### config.mk
export PLATFORM = sky130hd
export DESIGN_NAME = fifo_chain_dma
export DESIGN_NICKNAME = d
export VERILOG_FILES = /design/src/rtl/fifo_chain_dma.sv
export SDC_FILE = /design/constraint.sdc
export NUM_CORES = 1
export LEC_CHECK = 0
export ABC_AREA = 1
export BUFFER_PORTS_ARGS = -buffer_cell sky130_fd_sc_hd__buf_2
export CORE_AREA = 2 2 137 139
export CTS_BUF_LIST = sky130_fd_sc_hd__clkbuf_8
export DETAILED_ROUTE_END_ITERATION = 16
export DIE_AREA = 0 0 139 141
export PLACE_DENSITY = 0.66
export REMOVE_ABC_BUFFERS = 1
export SYNTH_ARGS = -nofsm -noshare
export SYNTH_HDL_FRONTEND = slang
export SYNTH_SLANG_ARGS = --single-unit
### constraint.sdc
create_clock -name clk -period 4.9 [get_ports clk]
set_input_delay 0.98 -clock clk [delete_from_list [all_inputs] [get_ports clk]]
set_output_delay 0.98 -clock clk [all_outputs]
set_load 0.05 [all_outputs]
### src/rtl/fifo_chain_dma.sv
module fifo_chain_dma #(
  parameter int AW = 32,
  parameter int QW = 16,
  parameter int CW = 8,
  parameter int WW = 32
) (
  input  logic            clk,
  input  logic            rst_n,
  input  logic            ctrl_we,
  input  logic [2:0]      ctrl_wdata,
  input  logic [AW-1:0]   ctrl_addr,
  input  logic [QW-1:0]   ctrl_qwc,
  input  logic [CW-1:0]   fifo_count,
  input  logic [4*WW-1:0] fifo_q,
  output logic            fifo_pop,
  output logic            mem_we,
  output logic [AW-1:0]   mem_addr,
  output logic [4*WW-1:0] mem_wdata,
  output logic            busy,
  output logic            irq
);
  localparam logic [2:0] ID_END = 3'd7;
  localparam int QBYTES = WW / 2;

  logic          chain, tie, endf;
  logic [QW-1:0] qwc;
  logic [AW-1:0] addr;

  wire kill     = ctrl_we && !ctrl_wdata[0];
  wire have4    = fifo_count >= CW'(4);
  wire cnt_zero = qwc == '0;
  wire finish   = busy && cnt_zero && (!chain || endf) && !kill;
  wire take_tag = busy && cnt_zero && chain && !endf && have4 && !kill;
  wire move     = busy && !cnt_zero && have4 && !kill;

  wire [2:0] tag_id  = fifo_q[30:28];
  wire       tag_irq = fifo_q[31];

  assign fifo_pop  = take_tag || move;
  assign mem_we    = move;
  assign mem_addr  = addr;
  assign mem_wdata = fifo_q;

  always_ff @(posedge clk or negedge rst_n) begin
    if (!rst_n) begin
      busy <= 1'b0; irq <= 1'b0; chain <= 1'b0; tie <= 1'b0;
      endf <= 1'b0; qwc <= '0; addr <= '0;
    end else begin
      irq <= 1'b0;
      if (kill) begin
        busy <= 1'b0;
        endf <= 1'b0;
      end else if (ctrl_we && !busy) begin
        busy  <= 1'b1;
        chain <= ctrl_wdata[1];
        tie   <= ctrl_wdata[2];
        qwc   <= ctrl_qwc;
        addr  <= ctrl_addr;
        endf  <= 1'b0;
      end else if (finish) begin
        busy <= 1'b0;
        endf <= 1'b0;
        irq  <= 1'b1;
      end else if (take_tag) begin
        qwc  <= fifo_q[QW-1:0];
        addr <= fifo_q[WW+AW-1:WW];
        endf <= (tag_id == ID_END) || (tie && tag_irq);
      end else if (move) begin
        qwc  <= qwc - QW'(1);
        addr <= addr + AW'(QBYTES);
      end
    end
  end


  irq_pulse_chk: assert property (@(posedge clk) disable iff (!rst_n)
    irq |=> !irq);

  irq_idle_chk: assert property (@(posedge clk) disable iff (!rst_n)
    irq |-> !busy && !mem_we);

  addr_step_chk: assert property (@(posedge clk) disable iff (!rst_n)
    $past(mem_we) && mem_we |-> mem_addr == $past(mem_addr) + AW'(QBYTES));

  abort_chk: assert property (@(posedge clk) disable iff (!rst_n)
    ctrl_we && !ctrl_wdata[0] |=> !busy && !irq);

  idle_quiet_chk: assert property (@(posedge clk) disable iff (!rst_n)
    !busy |-> !mem_we && !fifo_pop);

  pop_room_chk: assert property (@(posedge clk) disable iff (!rst_n)
    fifo_pop |-> fifo_count >= CW'(4));
endmodule

==> out/metrics.yaml, run 1 <==
power:
  power_mw: 3.01
  p_clk_frac: 0.125
  combPwrFrac: 0.568
  p_int_mw: 1.33
  seq_power_share: 0.307
  p_per_area_nw_per_um2: 531
  p_leak_nw: 3.14
  switching_share: 0.558
  switchingPower_mw: 1.68
  irDropWorstVdd_v: 0.000335
drt:
  drt_iter0_drc: 258
  vias: 5357
  drc: 0
  via_per_inst: 4.63
  ant_nets: 0
  wire_per_inst_um: 20.1
  first_pass_iters: 4
  routed_wl_um: 23200
sta:
  hold_viol_final: 0
  skew_ps: 7.98
  rsz0062_at_grt: "no"
  finalMaxSlewViolations: 0
  clock.fmax_ghz: 0.301
  max_slew_margin: 0.306
  final.min_clock_period_ps: 3320
  max_slew.worst_pin.slew_ps: 1040
  fin_setup_tns_ps: 0
  finalSetupViolCount: 0
  min_period_over_period: 0.677
clock_tree:
  cts_max_level: 2
  cts_resized: 0
  clk_pin_slew_ps: 100
  root_buffer: "clkbuf_8"
  cts.path.max_buffers: 2
  cts_tree: "yes"
  clkLatencyLatePin_ps: 340
  cts_buffers: 5
  cts_setup_buffers: 0
  clkSinkCount: 53
  postCtsHoldBufs: 0
yosys:
  ys_ff_latch: 53
  ys_warn_count: 0
  ys_async_sr_fraction: 1.00
  synth_top_area_cell: "dfrtp_1"
  synthCells: 868
  avgSynthCellArea_sq_um: 6.15
  synth.top_cell.area_share: 0.248
  synth.area.top_cells: "dfrtp_1 25%, nand2_1 23%, buf_4 18%"
  synth_edf_count: 0
  synth_top_cells_by_count: "323 x nand2_1, 132 x nor2_1, 129 x buf_4"
  synth_most_common_cell: "nand2_1"
  ys.flop_type: "dfrtp_1"
  yosysUniqueCellTypes: 28
  ys_seq_area_frac: 0.248
  synth_area_sq_um: 5340
status:
  outcome: "finished clean"
global_routing:
  globalRoute.totalOverflow: 0
  grt_pass1_vias: 4933
  grt_max_degree: 76
  grt_pass1_wl_um: 32900
  antenna_found_initial: 0
  grtUsageTotal: 0.232
worst_setup_path:
  rr_worst_depth: 9
  worstPathMaxFanout: 46
  critical_path_class: "in -> reg"
  cp-end-kind: "flip-flop"
  rrSetupSlack_ps: 1910
  cp-startpoint: "ctrl_we"
  timing.rr.start: "endf$_DFFE_PN0P_"
  critPathArrivalTime_ps: 3590
  start_kind: "primary input"
  worstPathRequired_ps: 5170
job:
  max_cap_viol_count: 0
finish:
  stdcell_area_sq_um: 5660
  drive_gt1_frac: 0.260
  fillers: 2094
  antenna_cells: 0
  syn2layout_area_growth_pct: 6.05
  nNetsFinal: 1116
placed_design:
  numPortBuffers: 199
  gp_congestion: 0.877
  dpl-instance-area_sq_um: 5530
  place_hpwl_um: 19200
floorplanning:
  core_area_sq_um: 18300
  ioPinCount: 354
  die_h_um: 141
  initial_core_util: 0.292
  fp-row-count: 50
  die_w_um: 139
  die_area_sq_um: 19600
hold_path:
  min_from: "mem_addr[0]$_DFFE_PN0P_"
  hold_path_class: "reg -> reg"
  holdPathStages: 2
==> cell families (layout without fill, tap and decap cells) <==
| kind of cell | after synthesis | in the layout | synth area share |
|---|---|---|---|
| multiplexers | 1 | 1 | 0.00211 |
| adder cells (fa/ha/maj) | 3 | 3 | 0.00703 |
| AND/OR/NAND/NOR | 575 | 575 | 0.449 |
| AO/OA/AOI/OAI | 24 | 24 | 0.0251 |
| buffers and inverters | 194 | 250 | 0.239 |
| flip-flops | 53 | 53 | 0.248 |
| XOR/XNOR | 18 | 18 | 0.0295 |
==> critical path, stage by stage <==
cell and delay, ps:
buf_2 100, inv_1 60, nor2_1 60, nor2_1 170, inv_1 60, nor2_1 670
nand2_4 490, nand2_2 390, nand2_4 150, nand2_2 250, nand3_1 110, nand2_1 80
==> placed cells by master (no fill, tap or decap), types with 2 or more instances in the layout <==
master / n
buf_2: 199
nand2_1: 323
a21oi_1: 7
o21ai_0: 14
nand2_4: 2
nor2_2: 5
nand2_2: 5
inv_2: 2
nand4_1: 6
xor2_1: 13
dfrtp_1: 53
or2_2: 11
ha_1: 3
nor2_1: 132
inv_1: 36
nand3_1: 79
nor2_4: 3
xnor2_1: 5
bufinv_16: 2
buf_4: 4
nand3b_1: 9
clkbuf_8: 5
==> stage by stage <==
stage	util	worst slack (ps)	hold WS, ps	cells
2_1_floorplan	-	1230	465	713
3_3_place_gp	0.303	1240	459	1150
3_5_place_dp	0.303	1190	461	1150
4_1_cts	0.310	1540	488	1158
5_1_grt	0.310	1250	514	1158
6_report	0.310	1580	483	1158
==> final timing paths <==
kind	endpoint
hold reg to reg	mem_addr[0]$_DFFE_PN0P_
hold / removal	mem_addr[0]$_DFFE_PN0P_
setup reg to reg	qwc[11]$_DFFE_PN0P_
min in group asynchronous	qwc[0]$_DFFE_PN0P_
max in group asynchronous	mem_addr[27]$_DFFE_PN0P_
setup / recovery	qwc[11]$_DFFE_PN0P_
==> routing by layer <==
metal / track usage / up-vias / part of all wire
li1: - / 2669 / -
met1: 0.236 / 2327 / 0.36
met2: 0.369 / 343 / 0.44
met3: 0.195 / 14 / 0.19
met4: 0.0282 / 4 / 0.0051
met5: 0.0802 / - / 0.0064
==> sequential cells by signal, indices dropped and copies added (netlist names) <==
register	flops
irq	1
tie	1
busy	1
endf	1
qwc	16
chain	1
mem_addr	32
==> power groups by stage <==
| stage | Clock [mW] | Combinational [mW] | Sequential, mW |
|---|---|---|---|
| floorplan | 0 | 0.799 | 1.26 |
| global placement | 0 | 1.70 | 0.923 |
| detailed placement | 0 | 1.71 | 0.929 |
| CTS | 0.390 | 1.72 | 0.921 |
| global route | 0.401 | 1.91 | 0.963 |
| finish | 0.375 | 1.71 | 0.924 |
==> cell type report <==
cell class | instances | area, sq um | share of cell area
clock inverters | 3 | 65.1 | 0.0115
inverters | 39 | 146 | 0.0259
clock buffers | 5 | 68.8 | 0.0122
well taps | 234 | 293 | 0.0517
flip-flops and latches | 53 | 1330 | 0.234
repair buffers | 203 | 1030 | 0.181
multi-input cells | 621 | 2740 | 0.483
Note: power is estimated with default switching activity, not from simulation.
==> run 2, diff against run 1 <==
--- a/config.mk
+++ b/config.mk
@@ -7,11 +7,11 @@
 export LEC_CHECK = 0
 export ABC_AREA = 1
 export BUFFER_PORTS_ARGS = -buffer_cell sky130_fd_sc_hd__buf_2
-export CORE_AREA = 2 2 137 139
+export CORE_AREA = 2 2 139 141
 export CTS_BUF_LIST = sky130_fd_sc_hd__clkbuf_8
 export DETAILED_ROUTE_END_ITERATION = 16
-export DIE_AREA = 0 0 139 141
-export PLACE_DENSITY = 0.66
+export DIE_AREA = 0 0 141 143
+export PLACE_DENSITY = 0.64
 export REMOVE_ABC_BUFFERS = 1
 export SYNTH_ARGS = -nofsm -noshare
 export SYNTH_HDL_FRONTEND = slang
==> constraint.sdc (replaced) <==
create_clock -name clk -period 3.2 [get_ports clk]
set_input_delay 0.64 -clock clk [delete_from_list [all_inputs] [get_ports clk]]
set_output_delay 0.64 -clock clk [all_outputs]
set_load 0.05 [all_outputs]
==> out/metrics.yaml, run 2 (same netlist as run 1, synthesis figures left out) <==
clock_tree:
  cts.path.max_buffers: 2  # unchanged
  clkLatencyLatePin_ps: 330  # was 340 ps
  cts_max_level: 2  # unchanged
  cts_buffers: 5  # unchanged
  postCtsHoldBufs: 0  # unchanged
  cts_setup_buffers: 0  # unchanged
  clk_pin_slew_ps: 110  # was 100 ps
  clkSinkCount: 53  # unchanged
  cts_tree: "yes"  # unchanged
  root_buffer: "clkbuf_8"  # unchanged
  cts_resized: 0  # unchanged
hold_path:
  hold_path_class: "in -> async"  # was reg -> reg
finish:
  fillers: 2111  # was 2094
  largest_reg_flops: 32  # unchanged
  drive_gt1_frac: 0.266  # was 0.260
  layout_commonest_cell: "nand2_1"  # unchanged
  syn2layout_area_growth_pct: 6.23  # was 6.05%
  layout_common_cells: "323 x nand2_1, 199 x buf_2, 131 x nor2_1, 79 x nand3_1, 53 x dfrtp_1"  # was 323 x nand2_1, 199 x buf_2, 132 x nor2_1, 79 x nand3_1, 53 x dfrtp_1
  nNetsFinal: 1122  # was 1116
  antenna_cells: 0  # unchanged
  utilization: 0.305  # was 0.310
  stdcell_area_sq_um: 5670  # was 5660 sq um
global_routing:
  grt_max_degree: 54  # was 76
  grt_pass1_wl_um: 34800  # was 32900 um
  grt_pass1_vias: 4996  # was 4933
  antenna_found_initial: 2  # was 0
  met2_usage: 0.373  # was 0.369
  top_usage_layer: "met2"  # unchanged
  grt_util_met3: 0.216  # was 0.195
  grtUsageMet1: 0.247  # was 0.236
  globalRoute.totalOverflow: 0  # unchanged
  grtUsageTotal: 0.244  # was 0.232
sta:
  max_slew_margin: 0.507  # was 0.306
  finalSetupViolCount: 0  # unchanged
  rsz0062_at_grt: "no"  # unchanged
  hold_viol_final: 0  # unchanged
  max_slew.worst_pin.slew_ps: 739  # was 1040 ps
  skew_ps: 9.93  # was 7.98 ps
  clock.fmax_ghz: 0.396
  hold_ws_ps: 451  # was 483 ps
  fin_setup_tns_ps: 0  # unchanged
  final.min_clock_period_ps: 2520
  min_period_over_period: 0.788
  finalMaxSlewViolations: 0  # unchanged
drt:
  wire_per_inst_um: 21.5  # was 20.1 um
  routed_wl_um: 25000  # was 23200 um
  drt_iter0_drc: 261  # was 258
  drc: 0  # unchanged
  vias: 5504  # was 5357
  ant_nets: 0  # unchanged
  via_per_inst: 4.73  # was 4.63
  first_pass_iters: 4  # unchanged
worst_setup_path:
  cp-end-kind: "output port"  # was flip-flop
  start_kind: "flip-flop"  # was primary input
  worstPathRequired_ps: 2560  # was 5170 ps
  critPathArrivalTime_ps: 1880  # was 3590 ps
  worstPathMaxFanout: 4  # was 46
  critical_path_class: "reg -> out"  # was in -> reg
power:
  p_leak_nw: 3.15  # was 3.14 nW
  p_per_area_nw_per_um2: 795  # was 531 nW/um^2
  irDropWorstVdd_v: 0.000285  # was 0.000335 V
floorplanning:
  die_area_sq_um: 20200  # was 19600 sq um
  die_w_um: 141  # was 139 um
  fp-row-count: 50  # unchanged
  core_area_sq_um: 18600  # was 18300 sq um
  initial_core_util: 0.287  # was 0.292
  die_h_um: 143  # was 141 um
  ioPinCount: 354  # unchanged
placed_design:
  place_hpwl_um: 20800  # was 19200 um
  dpl-instance-area_sq_um: 5580  # was 5530 sq um
  numPortBuffers: 199  # unchanged
  gp_congestion: 0.899  # was 0.877
job:
  max_cap_viol_count: 0  # unchanged
status:
  outcome: "finished clean"  # unchanged
run 2: changes by cell type in the layout (fill, tap and decap cells not counted), sizes merged:
cell	change
clkbuf	+1
clkinv	+1
buf	+6
bufinv	-2
run 2: path summary, 6_finish.rpt:
check	from	to	slack (ps)	cells after the start
setup / recovery	qwc[0]$_DFFE_PN0P_	fifo_pop	680	8
hold / removal	rst_n	mem_addr[26]$_DFFE_PN0P_	450	2
setup reg to reg	qwc[0]$_DFFE_PN0P_	mem_addr[5]$_DFFE_PN0P_	840	12
hold reg to reg	mem_addr[0]$_DFFE_PN0P_	mem_addr[0]$_DFFE_PN0P_	490	2
max in group asynchronous	rst_n	mem_addr[6]$_DFFE_PN0P_	2260	2
min in group clk	mem_addr[0]$_DFFE_PN0P_	mem_addr[0]$_DFFE_PN0P_	490	2
run 2: critical path, stage by stage (launching register included):
cell and delay, ps:
dfrtp_1 420, inv_1 130, ha_1 220, nand3_1 100, nor2_2 190, nand2_2 90
o21bai_2 140, inv_1 50, buf_2 200
run 2: power breakdown:
group / switching [mW] / internal [mW] / total [mW]
combinational: 1.88 / 0.779 / 2.66
sequential: 0.459 / 0.958 / 1.42
clock: 0.259 / 0.177 / 0.436
total: 2.60 / 1.91 / 4.51
run 2: metrics by stage:
step / total power [mW] / std cells / setup WS [ps]
floorplan: 3.16 / 713 / -130
global placement: 4.05 / 1156 / 575
detailed placement: 4.09 / 1156 / 564
CTS: 4.55 / 1164 / 641
global route: 4.90 / 1164 / 534
finish: 4.51 / 1164 / 678
run 2: cell type report:
| cell class | count | area, sq um | area share |
|---|---|---|---|
| Clock buffer | 6 | 82.6 | 0.0146 |
| Clock inverter | 2 | 13.8 | 0.00243 |
| Inverter | 39 | 146 | 0.0258 |
| Multi-Input combinational cell | 621 | 2740 | 0.483 |
| Sequential cell | 53 | 1330 | 0.234 |
| Tap cell | 234 | 293 | 0.0516 |
| Timing Repair Buffer | 209 | 1070 | 0.189 |
run 2: routing by layer:
layer | part of all wire | up-vias
li1 | - | 2679
met4 | 0.018 | 10
met1 | 0.36 | 2434
met3 | 0.19 | 23
met2 | 0.43 | 358
met5 | 0.0086 | -
==> run 3, diff against run 2 <==
--- a/config.mk
+++ b/config.mk
@@ -7,11 +7,11 @@
 export LEC_CHECK = 0
 export ABC_AREA = 1
 export BUFFER_PORTS_ARGS = -buffer_cell sky130_fd_sc_hd__buf_2
-export CORE_AREA = 2 2 139 141
+export CORE_AREA = 2 2 137 139
 export CTS_BUF_LIST = sky130_fd_sc_hd__clkbuf_8
 export DETAILED_ROUTE_END_ITERATION = 16
-export DIE_AREA = 0 0 141 143
-export PLACE_DENSITY = 0.64
+export DIE_AREA = 0 0 139 141
+export PLACE_DENSITY = 0.68
 export REMOVE_ABC_BUFFERS = 1
 export SYNTH_ARGS = -nofsm -noshare
 export SYNTH_HDL_FRONTEND = slang
==> constraint.sdc (replaced) <==
create_clock -name clk -period 2.06 [get_ports clk]
set_input_delay 0.412 -clock clk [delete_from_list [all_inputs] [get_ports clk]]
set_output_delay 0.412 -clock clk [all_outputs]
set_load 0.05 [all_outputs]
==> out/metrics.yaml, run 3 (same netlist as run 1, synthesis figures left out) <==
clock_tree:
  postCtsHoldBufs: 0  # unchanged
  clkLatencyLatePin_ps: 340  # was 330 ps
  cts.path.max_buffers: 2  # unchanged
  clkSinkCount: 53  # unchanged
  root_buffer: "clkbuf_8"  # unchanged
  cts_max_level: 2  # unchanged
  cts_tree: "yes"  # unchanged
  clk_pin_slew_ps: 100  # was 110 ps
  cts_buffers: 5  # unchanged
worst_setup_path:
  worstPathRequired_ps: 1650  # was 2560 ps
  path_delay_family: "flip-flops"  # unchanged
  crit_path_frequent_cell: "inv_2"  # was inv_1
  critical_path_class: "reg -> out"  # unchanged
  start_kind: "flip-flop"  # unchanged
  critPathMaxStageDelay_ps: 410  # was 420 ps
  crit_slowest_cell: "dfrtp_1"  # unchanged
  worstPathMaxFanout: 2  # was 4
  path_buf_inv: 3  # unchanged
  cp-end-kind: "output port"  # unchanged
  path_cells: "inv_2 -> ha_4 -> nand3_2 -> nor2_4 -> nand2_2 -> o21bai_4 -> inv_2 -> buf_8"  # was inv_1 -> ha_1 -> nand3_1 -> nor2_2 -> nand2_2 -> o21bai_2 -> inv_1 -> buf_2
  rr_worst_depth: 13  # was 12
  critPathArrivalTime_ps: 1660  # was 1880 ps
  crit_cells: 8  # unchanged
sta:
  finalSetupViolCount: 1  # was 0
  fin_ws_ps: -16.4  # was 678 ps
  min_period_over_period: 1.01
  rsz0062_at_grt: "yes"  # was no
  max_slew.worst_pin.slew_ps: 503  # was 739 ps
  skew_ps: 6.13  # was 9.93 ps
  final.min_clock_period_ps: 2080
  max_slew_margin: 0.665  # was 0.507
  finalMaxSlewViolations: 0  # unchanged
  hold_viol_final: 0  # unchanged
  fin_setup_tns_ps: -16.4  # was 0 ps
  clock.fmax_ghz: 0.482
placed_design:
  post-place-ws_ps: 0.466  # was 564 ps
  place_hpwl_um: 20800  # about the same
  numPortBuffers: 199  # unchanged
  gp_congestion: 0.894  # was 0.899
  dpl.cell_count: 1168  # was 1156
global_routing:
  antenna_found_initial: 0  # was 2
  globalRoute.totalOverflow: 0  # unchanged
  grt_pass1_wl_um: 34900  # was 34800 um
  grt_pass1_vias: 5130  # was 4996
  grtUsageTotal: 0.247  # was 0.244
  grt_max_degree: 41  # was 54
floorplanning:
  core_area_sq_um: 18300  # was 18600 sq um
  ioPinCount: 354  # unchanged
  die_area_sq_um: 19600  # was 20200 sq um
  initial_core_util: 0.292  # was 0.287
  fp-row-count: 50  # unchanged
  die_h_um: 141  # was 143 um
  die_w_um: 139  # was 141 um
finish:
  drive_gt1_frac: 0.299  # was 0.266
  layout_common_cells: "322 x nand2_1, 197 x buf_2, 128 x nor2_1, 77 x nand3_1, 50 x dfrtp_1"  # was 323 x nand2_1, 199 x buf_2, 131 x nor2_1, 79 x nand3_1, 53 x dfrtp_1
  layout_commonest_cell: "nand2_1"  # unchanged
  largest_reg_flops: 32  # unchanged
  fin_cells: 1189  # was 1164
  nNetsFinal: 1149  # was 1122
  syn2layout_area_growth_pct: 11.6  # was 6.23%
  antenna_cells: 0  # unchanged
hold_path:
  hold_path_class: "in -> async"  # unchanged
drt:
  first_pass_iters: 5  # was 4
  vias: 5585  # was 5504
  via_per_inst: 4.70  # was 4.73
  drc: 0  # unchanged
  wire_per_inst_um: 21.0  # was 21.5 um
  drt_iter0_drc: 218  # was 261
  ant_nets: 0  # unchanged
  routed_wl_um: 24900  # was 25000 um
job:
  max_cap_viol_count: 0  # unchanged
status:
  outcome: "finished, violations left"  # was finished clean
  violations: "setup timing"
power:
  p_leak_nw: 3.29  # was 3.15 nW
  power_mw: 7.29  # was 4.51 mW
  p_per_area_nw_per_um2: 1220  # was 795 nW/um^2
  irDropWorstVdd_v: 0.000697  # was 0.000285 V
[run 3: what timing repair did]
| item | in CTS | in global routing |
|---|---|---|
| pin swaps | 3 | 8 |
| endpoints found under the setup margin | 2 | 19 |
| setup buffers | 9 | 6 |
| resized for setup | 14 | 9 |
[run 3: report_power, final]
part / switching, mW / total (mW) / internal [mW]
clock: 0.383 / 0.608 / 0.226
sequential: 0.677 / 2.17 / 1.50
combinational: 3.06 / 4.51 / 1.45
[run 3: stage by stage]
stage / util / cell area (sq um) / hold WS, ps
floorplan: - / 4210 / 116
global placement: 0.312 / 5700 / 414
detailed placement: 0.312 / 5700 / 412
CTS: 0.322 / 5880 / 33.6
global route: 0.326 / 5960 / 57.2
finish: 0.326 / 5960 / 27.5
[run 3: routing by layer]
metal,GRT usage,wire length (um),vias to the layer above
met1,0.257,9070,2461
met2,0.396,11000,361
met3,0.187,4350,22
li1,-,-,2735
met5,0.0902,211,-
met4,0.0447,304,6
[run 3: cell type report]
cell class,count,area (sq um)
sequential,53,1330
clock buffer,5,68.8
inverter,39,150
multi-input combinational,621,2780
tap,234,293
clock inverter,1,5.00
fill,2059,12300
timing repair buffer,236,1330
[run 3: final timing paths]
kind	slack [ps]	start	to
max in group asynchronous	1490	rst_n	qwc[2]$_DFFE_PN0P_
max	-20	qwc[0]$_DFFE_PN0P_	fifo_pop
min in group clk	290	ctrl_wdata[2]	tie$_DFFE_PN0P_
max reg2reg	130	qwc[0]$_DFFE_PN0P_	mem_addr[18]$_DFFE_PN0P_
min	30	rst_n	qwc[12]$_DFFE_PN0P_
min reg2reg	490	mem_addr[1]$_DFFE_PN0P_	mem_addr[1]$_DFFE_PN0P_
[run 3: worst register-to-register path, cell delays in order (launching register included)]
cell and delay, ps:
dfrtp_1 410, inv_2 90, ha_4 140, nand3_2 90, nor2_4 140, nand2_2 90
o21bai_4 160, buf_4 130, nand2_1 50, nand2_2 130, buf_12 210, nor2_1 90
nand2_1 60, nand2_1 40
